==> src/rtl/rxq_pkg.sv <==
package rxq_pkg;

  // Source of the entry written into the queue in a given cycle.
  typedef enum logic [1:0] {
    INS_NONE = 2'd0,
    INS_DATA = 2'd1,
    INS_BRK  = 2'd2
  } rxq_ins_e;

endpackage

==> src/rtl/rxq_ctrl.sv <==
module rxq_ctrl
  import rxq_pkg::*;
#(
  parameter int DEPTH  = 4,
  parameter int DATA_W = 8,
  localparam int IDX_W = (DEPTH > 1) ? $clog2(DEPTH) : 1,
  localparam int CNT_W = $clog2(DEPTH + 1)
) (
  input  logic              clk,
  input  logic              rst_n,
  input  logic              rx_en,
  input  logic              rx_reset,
  input  logic              in_valid,
  input  logic [DATA_W-1:0] in_data,
  input  logic              brk_evt,
  input  logic              rd_stb,
  output logic              in_ready,
  output logic              do_clr,
  output logic              do_pop,
  output logic              do_wr,
  output logic [IDX_W-1:0]  wr_idx,
  output logic [DATA_W-1:0] wr_data,
  output logic              rx_rdy,
  output logic              rx_full
);

  localparam logic [CNT_W-1:0] CNT_MAX = CNT_W'(DEPTH);
  localparam logic [IDX_W-1:0] IDX_TOP = IDX_W'(DEPTH - 1);

  logic [CNT_W-1:0] cnt_q, cnt_nxt, cnt_after_pop;
  rxq_ins_e         ins;
  logic             is_full;

  assign is_full  = (cnt_q == CNT_MAX);
  assign in_ready = rx_en && !is_full && !brk_evt && !rx_reset;
  assign do_clr   = rx_reset;
  assign do_pop   = rd_stb && (cnt_q != '0) && !rx_reset;

  // Pick what, if anything, enters the queue this cycle.
  always_comb begin
    if (rx_reset)                 ins = INS_NONE;
    else if (brk_evt)             ins = INS_BRK;
    else if (in_valid && in_ready) ins = INS_DATA;
    else                          ins = INS_NONE;
  end

  // Reads are applied before the insertion; a break into a still-full queue
  // lands on the newest slot.
  always_comb begin
    cnt_after_pop = cnt_q - {{(CNT_W-1){1'b0}}, do_pop};
    do_wr         = (ins != INS_NONE);
    wr_data       = (ins == INS_BRK) ? '0 : in_data;
    if (cnt_after_pop == CNT_MAX) begin
      wr_idx  = IDX_TOP;
      cnt_nxt = cnt_after_pop;
    end else begin
      wr_idx  = cnt_after_pop[IDX_W-1:0];
      cnt_nxt = do_wr ? cnt_after_pop + 1'b1 : cnt_after_pop;
    end
  end

  always_ff @(posedge clk or negedge rst_n) begin
    if (!rst_n)      cnt_q <= '0;
    else if (do_clr) cnt_q <= '0;
    else             cnt_q <= cnt_nxt;
  end

  assign rx_rdy  = (cnt_q != '0);
  assign rx_full = is_full;

endmodule

==> src/rtl/rxq_store.sv <==
module rxq_store #(
  parameter int DEPTH  = 4,
  parameter int DATA_W = 8,
  localparam int IDX_W = (DEPTH > 1) ? $clog2(DEPTH) : 1
) (
  input  logic              clk,
  input  logic              rst_n,
  input  logic              clr,
  input  logic              pop,
  input  logic              wr,
  input  logic [IDX_W-1:0]  wr_idx,
  input  logic [DATA_W-1:0] wr_data,
  output logic [DATA_W-1:0] rd_data
);

  logic [DATA_W-1:0] slot_q   [DEPTH];
  logic [DATA_W-1:0] slot_nxt [DEPTH];
  logic [DATA_W-1:0] shift_src[DEPTH];
  logic [DATA_W-1:0] rd_q;

  // Each slot takes its upper neighbour on a read; the top slot keeps itself.
  for (genvar g = 0; g < DEPTH; g++) begin : g_src
    if (g < DEPTH - 1) begin : g_mid
      assign shift_src[g] = slot_q[g+1];
    end else begin : g_top
      assign shift_src[g] = slot_q[g];
    end
  end

  always_comb begin
    for (int i = 0; i < DEPTH; i++) begin
      slot_nxt[i] = pop ? shift_src[i] : slot_q[i];
      if (wr && (wr_idx == IDX_W'(i))) slot_nxt[i] = wr_data;
    end
  end

  always_ff @(posedge clk or negedge rst_n) begin
    if (!rst_n) begin
      for (int i = 0; i < DEPTH; i++) slot_q[i] <= '0;
      rd_q <= '0;
    end else begin
      if (clr) begin
        for (int i = 0; i < DEPTH; i++) slot_q[i] <= '0;
      end else begin
        slot_q <= slot_nxt;
      end
      if (pop) rd_q <= slot_q[0];
    end
  end

  assign rd_data = rd_q;

endmodule

==> src/rtl/rxq_brk.sv <==
module rxq_brk (
  input  logic clk,
  input  logic rst_n,
  input  logic set,
  input  logic clr,
  output logic irq
);

  logic irq_q;

  // A new break outranks a simultaneous acknowledge.
  always_ff @(posedge clk or negedge rst_n) begin
    if (!rst_n)   irq_q <= 1'b0;
    else if (set) irq_q <= 1'b1;
    else if (clr) irq_q <= 1'b0;
  end

  assign irq = irq_q;

endmodule

==> src/rtl/rxq_fifo.sv <==
module rxq_fifo #(
  parameter int DEPTH  = 4,
  parameter int DATA_W = 8,
  localparam int IDX_W = (DEPTH > 1) ? $clog2(DEPTH) : 1
) (
  input  logic              clk,
  input  logic              rst_n,
  input  logic              rx_en,
  input  logic              rx_reset,
  input  logic              in_valid,
  input  logic [DATA_W-1:0] in_data,
  output logic              in_ready,
  input  logic              brk_evt,
  input  logic              brk_clr,
  input  logic              rd_stb,
  output logic [DATA_W-1:0] rd_data,
  output logic              rx_rdy,
  output logic              rx_full,
  output logic              brk_irq
);

  logic              do_clr, do_pop, do_wr;
  logic [IDX_W-1:0]  wr_idx;
  logic [DATA_W-1:0] wr_data;

  rxq_ctrl #(.DEPTH(DEPTH), .DATA_W(DATA_W)) u_ctrl (
    .clk      (clk),
    .rst_n    (rst_n),
    .rx_en    (rx_en),
    .rx_reset (rx_reset),
    .in_valid (in_valid),
    .in_data  (in_data),
    .brk_evt  (brk_evt),
    .rd_stb   (rd_stb),
    .in_ready (in_ready),
    .do_clr   (do_clr),
    .do_pop   (do_pop),
    .do_wr    (do_wr),
    .wr_idx   (wr_idx),
    .wr_data  (wr_data),
    .rx_rdy   (rx_rdy),
    .rx_full  (rx_full)
  );

  rxq_store #(.DEPTH(DEPTH), .DATA_W(DATA_W)) u_store (
    .clk     (clk),
    .rst_n   (rst_n),
    .clr     (do_clr),
    .pop     (do_pop),
    .wr      (do_wr),
    .wr_idx  (wr_idx),
    .wr_data (wr_data),
    .rd_data (rd_data)
  );

  rxq_brk u_brk (
    .clk   (clk),
    .rst_n (rst_n),
    .set   (brk_evt),
    .clr   (brk_clr),
    .irq   (brk_irq)
  );

endmodule

==> config.mk <==
export PLATFORM = sky130hd
export DESIGN_NAME = rxq_fifo
export DESIGN_NICKNAME = d
export VERILOG_FILES = /design/src/rtl/rxq_pkg.sv /design/src/rtl/rxq_ctrl.sv /design/src/rtl/rxq_store.sv /design/src/rtl/rxq_brk.sv /design/src/rtl/rxq_fifo.sv
export SDC_FILE = /design/constraint.sdc
export NUM_CORES = 1
export LEC_CHECK = 0
export ABC_AREA = 0
export BUFFER_PORTS_ARGS = -buffer_cell sky130_fd_sc_hd__buf_2
export CORE_ASPECT_RATIO = 1.5
export CORE_MARGIN = 3
export CORE_UTILIZATION = 35
export CTS_BUF_LIST = sky130_fd_sc_hd__clkbuf_8
export DETAILED_ROUTE_END_ITERATION = 10
export PLACE_DENSITY_LB_ADDON = 0.08
export SLEW_MARGIN = 30
export SYNTH_ARGS = -nofsm -noshare
export SYNTH_HDL_FRONTEND = slang
export SYNTH_SLANG_ARGS = --single-unit
==> constraint.sdc <==
create_clock -name clk -period 3 [get_ports clk]
set_input_delay 0.3 -clock clk [delete_from_list [all_inputs] [get_ports clk]]
set_output_delay 0.3 -clock clk [all_outputs]
set_load 0.005 [all_outputs]
==> flow_metrics.py, run 1 <==
metrics = {
    "run_status": {
        "status": "complete, no violations",
    },
    "setup_path": {
        "slowest_delay_ns": 0.45,
        "ff2ff_setup_slack_ns": 0.25,
        "crit_arrival_ns": 2.95,
        "worst-path-buf-inv": 1,
        "crit_cells": 10,
        "worstPathCellList": "o31ai_4 -> nor2_2 -> ha_1 -> ha_1 -> inv_2 -> ha_2 -> and4b_1 -> nand3_1 -> a21o_1 -> a311oi_1",
        "required_ns": 3.20,
        "cp_max_fo": 13,
        "cp-end-kind": "flop",
        "crit_type": "reg2reg",
        "rr_worst_depth": 10,
        "cpMostUsedCell": "ha_1",
        "cp-start-kind": "flop",
        "crit_slowest_cell": "dfrtp_1",
        "crit_family": "adder cells",
    },
    "min_path": {
        "hold_class": "in2async",
    },
    "layout": {
        "drive_gt1_share_pct": 36.8,
        "design_area_sq_um": 2840,
        "diodes": 0,
        "finalNetCount": 271,
        "area_growth_syn_to_layout_pct": 12.9,
        "n_fill_cell": 701,
    },
    "flow_run": {
        "max-cap-violations": 0,
    },
    "logic_synthesis": {
        "synth.net_count": 246,
        "synthDistinctLibCells": 37,
        "synth-edff-count": 0,
        "syn_area_per_cell_sq_um": 11.2,
        "netlist_top_cells_area": "dfrtp_1 (44%), mux2_2 (10%), a211oi_2 (8.0%)",
        "synthCells": 224,
        "ys_seq_area_share_pct": 43.8,
        "synth_top_area_cell": "dfrtp_1",
        "yosysWarnings": 0,
        "ys.flop_type": "dfrtp_1",
        "synth_seq_cells": 44,
        "syn-cell-area_sq_um": 2520,
        "ys_async_sr_fraction_pct": 100,
        "synth.top_cell.area_share_pct": 43.8,
    },
    "detailed_routing": {
        "drc": 0,
        "wirelength_microns": 5660,
        "dr.pass1.iters": 4,
        "ant_nets": 0,
        "drt_iter0_drc": 76,
        "avgViaCountPerCell": 5.51,
        "via_count": 1808,
        "wl_per_cell_microns": 17.3,
    },
    "power": {
        "clkPwrFrac_pct": 17.1,
        "internal_power_w": 0.00167,
        "power_density_nw_per_um2": 955,
        "sw_frac_of_total_pct": 38.6,
        "p_seq_share_pct": 33.6,
        "leakagePower_nw": 1.25,
        "ir_worst_vdd_v": 0.000297,
        "pwr-share-comb_pct": 49.3,
        "p_sw_w": 0.00105,
    },
    "clock_tree": {
        "htree_levels": 2,
        "cts_buffer_depth": 2,
        "clkSinkCount": 44,
        "cts.clk_slew.worst_paths_ns": 0.09,
        "numCtsBuffers": 5,
        "clkLatencyLatePin_ns": 0.30,
        "cts_hold_buf": 0,
        "cts_tree": "done",
        "post_cts.repair.setup_buffers": 0,
        "ctsResizeCount": 0,
        "cts_root_buffer": "clkbuf_8",
    },
    "global_route": {
        "grt.total_usage_pct": 15.6,
        "grt_overflow": 0,
        "grt_max_degree": 45,
        "antenna_found_initial": 0,
        "grt_pass1_wl_microns": 9870,
        "grt_pass1_vias": 1815,
    },
    "floorplanning": {
        "die_w_microns": 75.2,
        "die_y_microns": 110,
        "ioPinCount": 28,
        "start_util_pct": 36.2,
        "placementRows": 37,
        "die-area_sq_um": 8260,
        "core_area_sq_um": 6940,
    },
    "place": {
        "routabilityCongestion": 0.721,
        "placement.io_buffers": 27,
        "dp_slack_ns": 0.256,
        "hpwl_microns": 4170,
        "placed_cell_area_sq_um": 2730,
    },
    "sta": {
        "tns_ns": 0,
        "min_period_ns": 2.75,
        "drv_slew": 0,
        "slew_headroom_pct": 61.0,
        "hold_viol": 0,
        "rsz0062_at_grt": "no",
        "setup_viol": 0,
        "period_share_pct": 91.6,
        "fin_ws_ns": 0.252,
        "clock.fmax_ghz": 0.364,
        "fin_skew_ns": 0.00493,
        "max_slew.worst_pin.slew_ns": 0.585,
    },
}
[worst register-to-register path, stage by stage, from the launching register on]
cell      delay, ns
dfrtp_1        0.45
o31ai_4        0.28
nor2_2         0.07
ha_1           0.20
ha_1           0.32
inv_2          0.11
ha_2           0.30
and4b_1        0.38
nand3_1        0.11
a21o_1         0.19
a311oi_1       0.25
[metrics by stage]
stage,total power (W),utilization (%),hold WS (ns),cells
after detailed placement,0.00229,39.2,0.350,320
after CTS,0.00276,40.9,0.0216,328
after global routing,0.00295,40.9,0.0434,328
after global placement,0.00227,39.2,0.460,320
final,0.00271,40.9,0.00303,328
after floorplan,0.00197,-,0.00441,224
[synthesized netlist by cell type (2+ instances only)]
cell type,n
nor2_1,3
and3_1,3
nand3_1,9
a211oi_2,16
nand2_1,2
nor3_1,8
ha_1,6
buf_4,3
buf_1,2
and4b_1,2
a21o_1,9
buf_6,2
inv_1,5
buf_2,2
a311oi_1,9
a31oi_1,8
o21ai_0,8
mux2_1,2
clkbuf_1,9
a21oi_1,12
a22o_1,9
nand2b_1,15
mux2_2,23
dfrtp_1,44
[placed cells by master (no fill, tap or decap), types with 3 or more instances in the layout]
cell type and count:
ha_1 5, nor3_1 8, a21o_1 9, nand3_1 9, mux2_2 23, a22o_1 9
buf_4 10, o21ai_0 8, a21oi_1 12, clkinv_4 3, a211oi_2 16, a311oi_1 9
buf_2 26, dfrtp_1 44, nor2_1 3, inv_1 4, nand2b_1 15, clkbuf_8 5
a31oi_1 8, and3_1 3
[cell families after synthesis]
group	after synthesis	share of synthesized area, %
muxes	25	11.2
adders and majority gates	6	2.98
AOI/OAI and AO/OA	76	25.5
DFF	44	43.8
buffers and inverters	24	4.92
xor gates and xnor gates	1	0.348
and+or+nand+nor	48	11.3
[area by class of cell]
cell class                 count  area (sq um)  share of cell area, %
sequential                    44          1100                   38.7
tap                           78          97.6                   3.43
multi-input combinational    156          1290                   45.5
inverter                       6          27.5                  0.969
clock buffer                   5          68.8                   2.42
clock inverter                 3          47.5                   1.67
timing repair buffer          36           205                   7.22
[routing by layer]
layer,part of all wire [%],global-route usage (%)
met3,2.7,2.56
met2,52,26.1
met1,44,20.5
met5,0,0
met4,0.99,4.50
[worst paths after layout]
| check | from | end |
|---|---|---|
| max | u_ctrl.cnt_q[0] | u_store.shift_src[18] |
| min | rst_n | u_store.rd_data[3] |
| max reg2reg | u_ctrl.cnt_q[0] | u_store.shift_src[18] |
| min reg2reg | u_brk.irq | u_brk.irq |
| max in group asynchronous | rst_n | u_store.shift_src[5] |
| min in group clk | in_data[5] | u_store.shift_src[5] |
[sequential cells by signal (all words and copies together) (netlist names)]
| register | count |
|---|---|
| u_store.rd_data | 8 |
| u_store.slot_q | 8 |
| u_brk.irq | 1 |
| u_ctrl.cnt_q | 3 |
| u_store.shift_src | 24 |
[power groups by stage]
stage | logic, W | registers [W] | clock network (W)
after detailed placement | 0.00136 | 0.000927 | 0
final | 0.00134 | 0.000910 | 0.000464
after CTS | 0.00136 | 0.000914 | 0.000487
after global routing | 0.00150 | 0.000942 | 0.000510
after floorplan | 0.00109 | 0.000882 | 0
after global placement | 0.00135 | 0.000918 | 0
Note: power is estimated with default switching activity, not from simulation.
==> run 2: changes to the inputs <==
- ABC_AREA: 0 -> 1
- CORE_MARGIN: 3 -> 2
==> flow_metrics.py, run 2 <==
metrics = {
    "run_status": {
        "status": "complete, but fails checks",
        "violations": "negative hold slack",
    },
    "clock_tree": {
        "cts_root_buffer": "clkbuf_8",
        "clkSinkCount": 44,
        "cts.clk_slew.worst_paths_ns": 0.08,
        "cts_tree": "done",
        "cts_hold_buf": 0,
        "numCtsBuffers": 5,
        "ctsResizeCount": 0,
        "htree_levels": 2,
        "clkLatencyLatePin_ns": 0.30,
        "cts_buffer_depth": 2,
        "post_cts.repair.setup_buffers": 0,
    },
    "floorplanning": {
        "start_util_pct": 36.0,
        "core_area_sq_um": 6850,
        "die-area_sq_um": 7750,
        "ioPinCount": 28,
        "placementRows": 37,
        "die_w_microns": 72.5,
        "die_y_microns": 107,
    },
    "detailed_routing": {
        "wl_per_cell_microns": 12.4,
        "wirelength_microns": 5220,
        "avgViaCountPerCell": 4.65,
        "drt_iter0_drc": 56,
        "drc": 0,
        "via_count": 1953,
        "ant_nets": 0,
        "dr.pass1.iters": 4,
    },
    "layout": {
        "area_growth_syn_to_layout_pct": 13.4,
        "largest_reg_flops": 24,
        "mostFrequentLayoutCell": "nand2_1",
        "diodes": 0,
        "finalNetCount": 363,
        "design_area_sq_um": 2800,
        "layout_common_cells": "nand2_1 (151), dfrtp_1 (44), nand3_1 (37), buf_2 (26), inv_1 (18)",
        "drive_gt1_share_pct": 18.7,
    },
    "global_route": {
        "grt.busiest_layer": "met2",
        "grt_pass1_vias": 1873,
        "grt_max_degree": 45,
        "grt_overflow": 0,
        "grt.total_usage_pct": 14.8,
        "grt_util_met2_pct": 26.8,
        "use_met3_pct": 2.82,
        "grt_pass1_wl_microns": 8910,
        "grt_use_met1_pct": 16.7,
        "antenna_found_initial": 0,
    },
    "setup_path": {
        "cp-start-kind": "flop",
        "crit_arrival_ns": 2.86,
        "slowest_delay_ns": 0.39,
        "crit_slowest_cell": "dfrtp_1",
        "worst-path-buf-inv": 2,
        "required_ns": 3.24,
        "crit_family": "simple AND/OR/NAND/NOR gates",
        "cp_max_fo": 10,
        "crit_type": "reg2reg",
        "r2r-end": "u_store.slot_q[25]",
        "cp-end-kind": "flop",
        "rr_startpoint": "u_ctrl.cnt_q[2]",
        "rr_worst_depth": 14,
        "worstPathCellList": "inv_2 -> nand3_1 -> nand2_1 -> nor2_4 -> ha_1 -> ha_1 -> ha_1 -> nand3_1 -> nand3_1 -> inv_2 -> nand2_4 -> a21oi_4 -> nand2_1 -> nand2_1",
        "ff2ff_setup_slack_ns": 0.38,
    },
    "logic_synthesis": {
        "netlist_top_cells_area": "dfrtp_1 (45%), nand2_1 (23%), nand3_1 (7.5%)",
        "synthDistinctLibCells": 25,
        "yosysWarnings": 0,
        "synth_common_cells": "nand2_1 (151), dfrtp_1 (44), nand3_1 (37)",
        "synth.net_count": 334,
        "syn_area_per_cell_sq_um": 7.90,
        "synth_top_area_cell": "dfrtp_1",
        "synth-edff-count": 0,
        "synth.top_cell.area_share_pct": 44.6,
        "yosysMostFrequentCell": "nand2_1",
        "synthCells": 312,
        "ys_async_sr_fraction_pct": 100,
        "synth_seq_cells": 44,
        "syn-cell-area_sq_um": 2470,
        "ys.flop_type": "dfrtp_1",
        "ys_seq_area_share_pct": 44.6,
    },
    "sta": {
        "fin_skew_ns": 0.00844,
        "fin_ws_ns": 0.384,
        "max_slew.worst_pin.slew_ns": 0.575,
        "tns_ns": 0,
        "drv_slew": 0,
        "timing.hold.ws_ns": -0.00685,
        "period_share_pct": 87.2,
        "slew_headroom_pct": 61.7,
        "hold_viol": 15,
        "clock.fmax_ghz": 0.382,
        "min_period_ns": 2.62,
        "setup_viol": 0,
        "rsz0062_at_grt": "no",
    },
    "min_path": {
        "hold_class": "in2async",
    },
    "place": {
        "routabilityCongestion": 0.751,
        "hpwl_microns": 3820,
        "placement.io_buffers": 27,
        "placed_cell_area_sq_um": 2670,
        "dp_slack_ns": 0.268,
    },
    "power": {
        "power_density_nw_per_um2": 570,
        "ir_worst_vdd_v": 0.000289,
        "leakagePower_nw": 1.58,
    },
    "flow_run": {
        "max-cap-violations": 0,
    },
}
==> run 2: logic make-up after synthesis <==
| logic type | count (synthesis) | synth area share [%] |
|---|---|---|
| and+or+nand+nor | 208 | 37.5 |
| DFF | 44 | 44.6 |
| AOI/OAI and AO/OA | 22 | 8.88 |
| buffers and inverters | 32 | 5.94 |
| adders and majority gates | 6 | 3.04 |
==> run 2: final cells by class <==
cell class	instances	area [sq um]
inverter	24	92.6
clock inverter	2	38.8
fill	732	4060
tap	78	97.6
timing repair buffer	30	160
sequential	44	1100
multi-input combinational	236	1220
clock buffer	6	82.6
==> run 2: per-layer routing <==
layer / share of wire (%) / up-vias
li1: - / 1047
met1: 44 / 861
met2: 51 / 37
met3: 3.5 / 8
met4: 1.7 / 0
met5: 0 / -
==> run 2: how the worst max path moves through the flow <==
stage | depth (start not counted) | startpoint | slack [ns] | to
2_1_floorplan | 13 | u_ctrl.cnt_q[2] | 0.55 | u_store.shift_src[16]
3_3_place_gp | 14 | u_ctrl.cnt_q[2] | 0.37 | u_store.slot_q[29]
3_5_place_dp | 14 | u_ctrl.cnt_q[2] | 0.27 | u_store.slot_q[29]
4_1_cts | 14 | u_ctrl.cnt_q[2] | 0.25 | u_store.slot_q[29]
5_1_grt | 14 | u_ctrl.cnt_q[2] | 0.11 | u_store.slot_q[28]
6_report | 14 | u_ctrl.cnt_q[2] | 0.38 | u_store.slot_q[25]
==> run 2: power breakdown <==
part | total, W | internal, W | switching [W]
combinational | 0.000442 | 0.000141 | 0.000301
clock | 0.000487 | 0.000273 | 0.000215
sequential | 0.000664 | 0.000640 | 0.0000237
==> run 2: stage by stage <==
step	util, %	total power [W]	hold slack [ns]	std cells
after floorplan	-	0.000992	0.00441	312
after global placement	38.9	0.00112	0.448	412
after detailed placement	39.0	0.00112	0.351	412
after CTS	40.7	0.00162	0.0142	420
after global routing	40.8	0.00170	0.0337	420
final	40.8	0.00159	-0.00685	420
==> run 2: worst register-to-register path, stage by stage, from the launching register on <==
cell and delay (ns):
dfrtp_1 0.39, inv_2 0.05, nand3_1 0.16, nand2_1 0.11, nor2_4 0.21, ha_1 0.19, ha_1 0.28, ha_1 0.22
nand3_1 0.14, nand3_1 0.11, inv_2 0.19, nand2_4 0.13, a21oi_4 0.24, nand2_1 0.08, nand2_1 0.06
